--- src/rtl/bcg_pkg.sv ---
package bcg_pkg;

  localparam int STATUS_W = 3;

  typedef enum logic [STATUS_W-1:0] {
    ST_INTA    = 3'b000,
    ST_IORD    = 3'b001,
    ST_IOWR    = 3'b010,
    ST_HALT    = 3'b011,
    ST_FETCH   = 3'b100,
    ST_MRD     = 3'b101,
    ST_MWR     = 3'b110,
    ST_PASSIVE = 3'b111
  } status_e;

  typedef enum logic [1:0] {
    PH_IDLE,
    PH_ADDR,
    PH_ACCESS,
    PH_LATE
  } phase_e;

  typedef struct packed {
    logic int_ack;
    logic io_rd;
    logic io_wr;
    logic mem_rd;
    logic mem_wr;
  } cmd_t;

  // Cycle type to command bits
  function automatic cmd_t decode_status(input status_e s);
    cmd_t c;
    c = '0;
    case (s)
      ST_INTA:            c.int_ack = 1'b1;
      ST_IORD:            c.io_rd   = 1'b1;
      ST_IOWR:            c.io_wr   = 1'b1;
      ST_FETCH, ST_MRD:   c.mem_rd  = 1'b1;
      ST_MWR:             c.mem_wr  = 1'b1;
      default:            c = '0;
    endcase
    return c;
  endfunction

  function automatic logic is_write(input status_e s);
    return (s == ST_IOWR) || (s == ST_MWR);
  endfunction

endpackage

--- src/rtl/bcg_cycle_track.sv ---
module bcg_cycle_track
  import bcg_pkg::*;
(
  input  logic                clk,
  input  logic                rst_n,
  input  logic [STATUS_W-1:0] status,
  output phase_e              phase,
  output status_e             code
);

  logic    last_passive;
  status_e st_in;
  logic    now_passive;
  logic    start_evt;

  assign st_in       = status_e'(status);
  assign now_passive = (st_in == ST_PASSIVE);
  assign start_evt   = !now_passive && last_passive && (phase == PH_IDLE);

  always_ff @(posedge clk or negedge rst_n) begin
    if (!rst_n) begin
      phase        <= PH_IDLE;
      code         <= ST_PASSIVE;
      last_passive <= 1'b1;
    end else begin
      last_passive <= now_passive;
      if (now_passive) begin
        phase <= PH_IDLE;
      end else if (start_evt) begin
        phase <= PH_ADDR;
        code  <= st_in;
      end else begin
        case (phase)
          PH_ADDR:   phase <= PH_ACCESS;
          PH_ACCESS: phase <= PH_LATE;
          default:   phase <= phase;
        endcase
      end
    end
  end

endmodule

--- src/rtl/bcg_strobe_dec.sv ---
module bcg_strobe_dec
  import bcg_pkg::*;
(
  input  phase_e  phase,
  input  status_e code,
  output cmd_t    raw_cmd,
  output logic    raw_adv_mem,
  output logic    raw_adv_io,
  output logic    ale_o,
  output logic    den_o,
  output logic    dtr_o
);

  cmd_t dec;
  logic in_cycle;
  logic data_ph;
  logic late_ph;

  assign dec      = decode_status(code);
  assign in_cycle = (phase != PH_IDLE);
  assign data_ph  = (phase == PH_ACCESS) || (phase == PH_LATE);
  assign late_ph  = (phase == PH_LATE);

  always_comb begin
    raw_cmd.int_ack = data_ph & dec.int_ack;
    raw_cmd.io_rd   = data_ph & dec.io_rd;
    raw_cmd.mem_rd  = data_ph & dec.mem_rd;
    raw_cmd.io_wr   = late_ph & dec.io_wr;
    raw_cmd.mem_wr  = late_ph & dec.mem_wr;
  end

  assign raw_adv_mem = data_ph & dec.mem_wr;
  assign raw_adv_io  = data_ph & dec.io_wr;
  assign ale_o       = (phase == PH_ADDR);
  assign den_o       = data_ph && (code != ST_HALT);
  assign dtr_o       = in_cycle && is_write(code);

endmodule

--- src/rtl/bcg_out_gate.sv ---
module bcg_out_gate
  import bcg_pkg::*;
(
  input  cmd_t raw_cmd,
  input  logic raw_adv_mem,
  input  logic raw_adv_io,
  input  logic cmd_en,
  input  logic addr_en,
  input  logic io_bus_mode,
  output cmd_t cmd_o,
  output logic adv_mem_o,
  output logic adv_io_o
);

  logic mem_ok;
  logic io_ok;

  assign mem_ok = cmd_en & addr_en;
  assign io_ok  = io_bus_mode | mem_ok;

  always_comb begin
    cmd_o.mem_rd  = raw_cmd.mem_rd  & mem_ok;
    cmd_o.mem_wr  = raw_cmd.mem_wr  & mem_ok;
    cmd_o.io_rd   = raw_cmd.io_rd   & io_ok;
    cmd_o.io_wr   = raw_cmd.io_wr   & io_ok;
    cmd_o.int_ack = raw_cmd.int_ack & io_ok;
  end

  assign adv_mem_o = raw_adv_mem & mem_ok;
  assign adv_io_o  = raw_adv_io  & io_ok;

endmodule

--- src/rtl/bus_cmd_gen.sv ---
module bus_cmd_gen
  import bcg_pkg::*;
(
  input  logic                clk,
  input  logic                rst_n,
  input  logic [STATUS_W-1:0] status,
  input  logic                cmd_en,
  input  logic                addr_en,
  input  logic                io_bus_mode,
  output logic                ale,
  output logic                den,
  output logic                dt_r,
  output logic                mem_rd,
  output logic                mem_wr,
  output logic                io_rd,
  output logic                io_wr,
  output logic                int_ack,
  output logic                adv_mem_wr,
  output logic                adv_io_wr
);

  phase_e  cyc_phase;
  status_e cyc_code;
  cmd_t    raw_cmd;
  logic    raw_adv_mem;
  logic    raw_adv_io;
  cmd_t    gated_cmd;

  bcg_cycle_track u_track (
    .clk    (clk),
    .rst_n  (rst_n),
    .status (status),
    .phase  (cyc_phase),
    .code   (cyc_code)
  );

  bcg_strobe_dec u_dec (
    .phase       (cyc_phase),
    .code        (cyc_code),
    .raw_cmd     (raw_cmd),
    .raw_adv_mem (raw_adv_mem),
    .raw_adv_io  (raw_adv_io),
    .ale_o       (ale),
    .den_o       (den),
    .dtr_o       (dt_r)
  );

  bcg_out_gate u_gate (
    .raw_cmd     (raw_cmd),
    .raw_adv_mem (raw_adv_mem),
    .raw_adv_io  (raw_adv_io),
    .cmd_en      (cmd_en),
    .addr_en     (addr_en),
    .io_bus_mode (io_bus_mode),
    .cmd_o       (gated_cmd),
    .adv_mem_o   (adv_mem_wr),
    .adv_io_o    (adv_io_wr)
  );

  assign mem_rd  = gated_cmd.mem_rd;
  assign mem_wr  = gated_cmd.mem_wr;
  assign io_rd   = gated_cmd.io_rd;
  assign io_wr   = gated_cmd.io_wr;
  assign int_ack = gated_cmd.int_ack;

endmodule

--- config.mk ---
export PLATFORM = sky130hd
export DESIGN_NAME = bus_cmd_gen
export DESIGN_NICKNAME = d
export VERILOG_FILES = /design/src/rtl/bcg_pkg.sv /design/src/rtl/bcg_cycle_track.sv /design/src/rtl/bcg_strobe_dec.sv /design/src/rtl/bcg_out_gate.sv /design/src/rtl/bus_cmd_gen.sv
export SDC_FILE = /design/constraint.sdc
export NUM_CORES = 1
export LEC_CHECK = 0
export ABC_AREA = 1
export BUFFER_PORTS_ARGS = -buffer_cell sky130_fd_sc_hd__buf_2
export CAP_MARGIN = 20
export CORE_AREA = 2 2 39 41
export CTS_BUF_LIST = sky130_fd_sc_hd__clkbuf_2
export DETAILED_ROUTE_END_ITERATION = 10
export DIE_AREA = 0 0 41 43
export REMOVE_ABC_BUFFERS = 1
export SYNTH_ARGS = -nofsm -noshare
export SYNTH_HDL_FRONTEND = slang
export SYNTH_SLANG_ARGS = --single-unit
--- constraint.sdc ---
create_clock -name clk -period 1.3 [get_ports clk]
set_input_delay 0.26 -clock clk [delete_from_list [all_inputs] [get_ports clk]]
set_output_delay 0.26 -clock clk [all_outputs]
set_load 0.01 [all_outputs]
* After elaboration in Yosys (flattened, before gate mapping)
Cells that the tools add are included.
** Cells by class
- Equal/unequal tests :: 10
- Mux-type cells :: 8
- Bitwise gates (word level) :: 17
- Reductions and logical operators :: 13
** Operator list (count)
- $and 1x1->1 :: 15
- $eq 3x3->1 const B :: 4
- $mux 1 :: 5
- $eq 2x2->1 const B :: 2
- $logic_and 1x1->1 :: 4
- $mux 2 :: 2
- $pmux 2 s2 :: 1
- $reduce_bool 4->1 :: 1
- $eq 3x1->1 const B :: 1
- $eq 3x2->1 const B :: 1
- $logic_not 3->1 :: 1
- $ne 3x2->1 const B :: 1
- $eq 2x1->1 const B :: 1
- $logic_not 2->1 :: 1
- $logic_or 1x1->1 :: 2
- $reduce_and 2->1 :: 1
- $reduce_bool 2->1 :: 1
- $reduce_or 2->1 :: 1
- $logic_not 1->1 :: 1
- $not 1->1 :: 1
- $or 1x1->1 :: 1
** Storage, ports and cells
- Bits in registers :: 6
- Bits of input ports :: 8
- Output and inout port bits :: 10
- Word-level logic and storage cells :: 51

* Longest topological paths before layout
- Depth after elaboration :: 6
- Mapped depth :: 7

* Hierarchy
From an unflattened synthesis, not the netlist that was laid out.
** Second synthesis, totals
- Cells, all modules :: 71
- Area total of the unflattened synthesis :: 441.7 um2
** Modules (own cells, without submodules)
- bcg_cycle_track :: times used 1, cells an instance 31, area an instance 280.3 um2
- bcg_strobe_dec :: times used 1, cells an instance 24, area an instance 93.8 um2
- bcg_out_gate :: times used 1, cells an instance 16, area an instance 67.6 um2

* Worst setup path after synthesis
OpenSTA, ideal clock, no wires.
- Path type :: reg-to-output
- From :: register u_track.phase[0]
- To :: output adv_io_wr
- Arrival :: 970 ps
- Setup slack :: 70 ps
- Stages on the path, launching flop included :: 7
- Path through :: dfrtp_1 > inv_1 > ha_1 > nor2_1 > inv_1 > nand2_1 > nor2_1
** On the way
- Cells in the longest elaborated chain, start to end :: 4
- Elaborated cells between the ends (all ways) :: 5
- Classes of those cells :: 2 x eq/ne; 2 x bitwise; 1 x reduce/logical
** RTL lines
- from (decl) :: line bcg_cycle_track.sv:7 : output phase_e phase,
- from (signal assigned) :: line bcg_cycle_track.sv:36 : default: phase <= phase;
- $eq 2x2->1 :: line bcg_strobe_dec.sv:21 : assign data_ph = (phase == PH_ACCESS) || (phase == PH_LATE);
- $logic_or 1x1->1 * :: line bcg_strobe_dec.sv:21
- $and 1x1->1 * :: line bcg_strobe_dec.sv:33 : assign raw_adv_io = data_ph & dec.io_wr;
- $and 1x1->1 * :: line bcg_out_gate.sv:30 : assign adv_io_o = raw_adv_io & io_ok;
- to (decl) :: line bus_cmd_gen.sv:19 : output logic adv_io_wr
Mark *: on every way between the ends. The rest lies on a longest branch, timed or not.

* Worst setup path in the final report
- From :: register u_track.phase[0]
- To :: output mem_rd
** On the way
- Cells in the longest elaborated chain, start to end :: 4
- Elaborated cells between the ends (all ways) :: 5
- Classes of those cells :: 2 x eq/ne; 2 x bitwise; 1 x reduce/logical
** RTL lines
- $eq 2x2->1 :: line bcg_strobe_dec.sv:21
- $logic_or 1x1->1 * :: line bcg_strobe_dec.sv:21
- $and 1x1->1 * :: line bcg_strobe_dec.sv:27 : raw_cmd.mem_rd = data_ph & dec.mem_rd;
- $and 1x1->1 * :: line bcg_out_gate.sv:22 : cmd_o.mem_rd = raw_cmd.mem_rd & mem_ok;
- to (decl) :: line bus_cmd_gen.sv:13 : output logic mem_rd,
Marked as above.

==> out/results.ini <==
[status]
status = complete, but fails checks
violations = negative setup slack

[drt]
wire_per_inst_um = 9.829
viasPerCell = 4.429
drc = 0
vias = 465
dr.pass1.iters = 4
first_iter_violations = 4
antenna_left = 0
wl_um = 1032

[logic_synthesis]
yosysTopAreaCell = dfstp_2
syn_avg_cell_area_sq_um = 6.994
synth_seq_cells = 6
synth_area_sq_um = 426.7
yosysUniqueCellTypes = 14
yosys_warnings = 0
netlist_top_cells_area = dfstp_2 25%, nand2_1 17%, dfrtp_1 12%
synth_top_area_share_pct = 24.63
yosysSeqAreaShare_pct = 36.36
synthCells = 61

[place]
portBuffers = 17
finalWeightedCongestion = 0.6912
post-place-ws_ps = -96.47
dpl.cell_count = 97
placed_area_sq_um = 554.3
dp_hpwl_um = 700.3

[critical_path]
r2r-start = u_track.phase[1]$_DFFE_PN0P_
cp.required_ps = 1040
worstSetupEndpointType = output pin
rr_worst_depth = 7
rrSetupSlack_ps = 70
path_max_fanout = 3
cp.arrival_ps = 1290
reg2reg_to = u_track.code[2]$_DFFE_PN1P_
startpoint_type = flip-flop
critPathKind = flip-flop to output pin

[timing]
finalSetupViolations = 10
fin_ws_ps = -252.7
fin_crit_ps = 1553
drv_slew = 0
worst_pin_slew_ps = 157.5
rsz0062_at_grt = yes
fin_crit_sh_pct = 119.4
finalSetupTns_ps = -2013
finalClockSkew_ps = 9.678
report.final.hold_viol_count = 0
slew-limit-headroom_pct = 89.48
fmax_ghz = 0.6440

[grt]
grt_pass1_vias = 406
antenna_found_initial = 0
grt_max_degree = 7
overflow = 0
grt.total_usage_pct = 13.54
grt_pass1_wl_um = 1580

[cts]
h-tree-depth = 1
clock_sinks = 6
clk_path_buf_depth = 2
insertion_delay_ps = 220
cts_root_buf = clkbuf_2
path_clk_slew_ps = 70
cts_buffers = 3
cts_tree = built

[floorplanning]
coreArea_sq_mm = 0.001384
dieArea_sq_mm = 0.001763
fp.dieW_um = 41
io_pins = 18
start_util_pct = 30.83
rows = 14
die_y_um = 43

[cells_and_area]
nets = 102
multi_input_area_sq_um = 307.8
design_area_sq_um = 698.2
drive_gt1_share_pct = 56.18
n_fill_cell = 142
mostFrequentLayoutCell = nand2_1
area_growth_pct = 63.64
seqCellArea_sq_um = 157.7
final_cells = 105
final_cell_mix = 17 x nand2_1, 15 x buf_2, 8 x nor2_1
insertedDiodeCount = 0

[worst_hold_path]
hold_path_depth = 3
min_to = u_track.code[2]$_DFFE_PN1P_
hold_start = status[2]
hold_class = input port to flip-flop

[power_and_ir_drop]
ir_drop_mv = 1.047
p_leak_nw = 0.3640
power_density_mw_per_mm2 = 1982
p_total_mw = 1.384

[flow_run]
cap_violations = 0

-- report_power, final --
part           total, mW  leakage [nW]  switching [mW]  internal (mW)
sequential         0.399        0.0623           0.115          0.284
combinational      0.837         0.285           0.425          0.411
clock              0.148        0.0166          0.0665         0.0816
-- layout make-up --
cell class,count,area share (%)
multi-input combinational,46,44.09
sequential,6,22.58
timing repair buffer,24,22.40
inverter,9,5.197
clock buffer,4,2.867
tap,16,2.867
-- how the worst max path moves through the flow --
stage	from	end	slack (ps)	cells after the start
floorplan	u_track.phase[0]$_DFFE_PN0P_	adv_io_wr	70	6
global placement	u_track.phase[0]$_DFFE_PN0P_	adv_io_wr	-50	7
detailed placement	u_track.phase[0]$_DFFE_PN0P_	int_ack	-100	7
CTS	u_track.phase[0]$_DFFE_PN0P_	int_ack	-270	7
global route	u_track.phase[0]$_DFFE_PN0P_	adv_io_wr	-340	7
finish	u_track.phase[0]$_DFFE_PN0P_	mem_rd	-250	7
-- worst max-delay path, cell delays in order, from the launching register on --
cell and delay (ps):
dfrtp_2 440, inv_2 100, ha_4 150, nor2_4 40, inv_2 80, nand2_2 60
nor2_1 90, buf_2 130
-- cell families (layout without fill, tap and decap cells) --
group	Yosys count	after routing	synth area share, %
AOI/OAI and AO/OA	2	2	2.639
adders and majority gates	4	4	11.73
buffers and inverters	9	37	7.920
and+or+nand+nor	40	40	41.35
DFF	6	6	36.36
-- flip-flops by register name (all words and copies together), names as in the netlist --
| register | count |
|---|---|
| u_track.code | 3 |
| u_track.phase | 2 |
| u_track.last_passive | 1 |
-- cells in the mapped netlist --
library cell / instances
a31oi_1: 1
dfrtp_1: 2
dfstp_2: 4
ha_1: 4
inv_1: 7
inv_2: 2
nand2_1: 19
nand3_1: 5
nand3_2: 1
nor2_1: 11
nor2_2: 2
nor2_4: 1
nor3_1: 1
o21ai_0: 1
-- metrics by stage --
step | util, % | hold slack, ps
after floorplan | - | -35.59
after global placement | 40.05 | 90.77
after detailed placement | 40.05 | 89.50
after CTS | 46.84 | 270.1
after global routing | 50.45 | 281.4
final | 50.45 | 286.7
-- metal layers --
| metal | vias to the layer above | global-route usage [%] | wire length [um] |
|---|---|---|---|
| met5 | - | 0 | 0 |
| met4 | 0 | 8.000 | 0 |
| met3 | 0 | 3.141 | 40 |
| met2 | 12 | 21.56 | 564 |
| met1 | 207 | 15.41 | 427 |
| li1 | 246 | - | - |
-- what timing repair did --
item                                    CTS  global route
hold buffers                              1             0
gates resized for setup                  11            14
hold endpoints to repair                  2             0
pin swaps                                 4             8
setup buffers                             3             3
endpoints found under the setup margin   10            11
No activity file was read; power rests on OpenSTA's default activity.
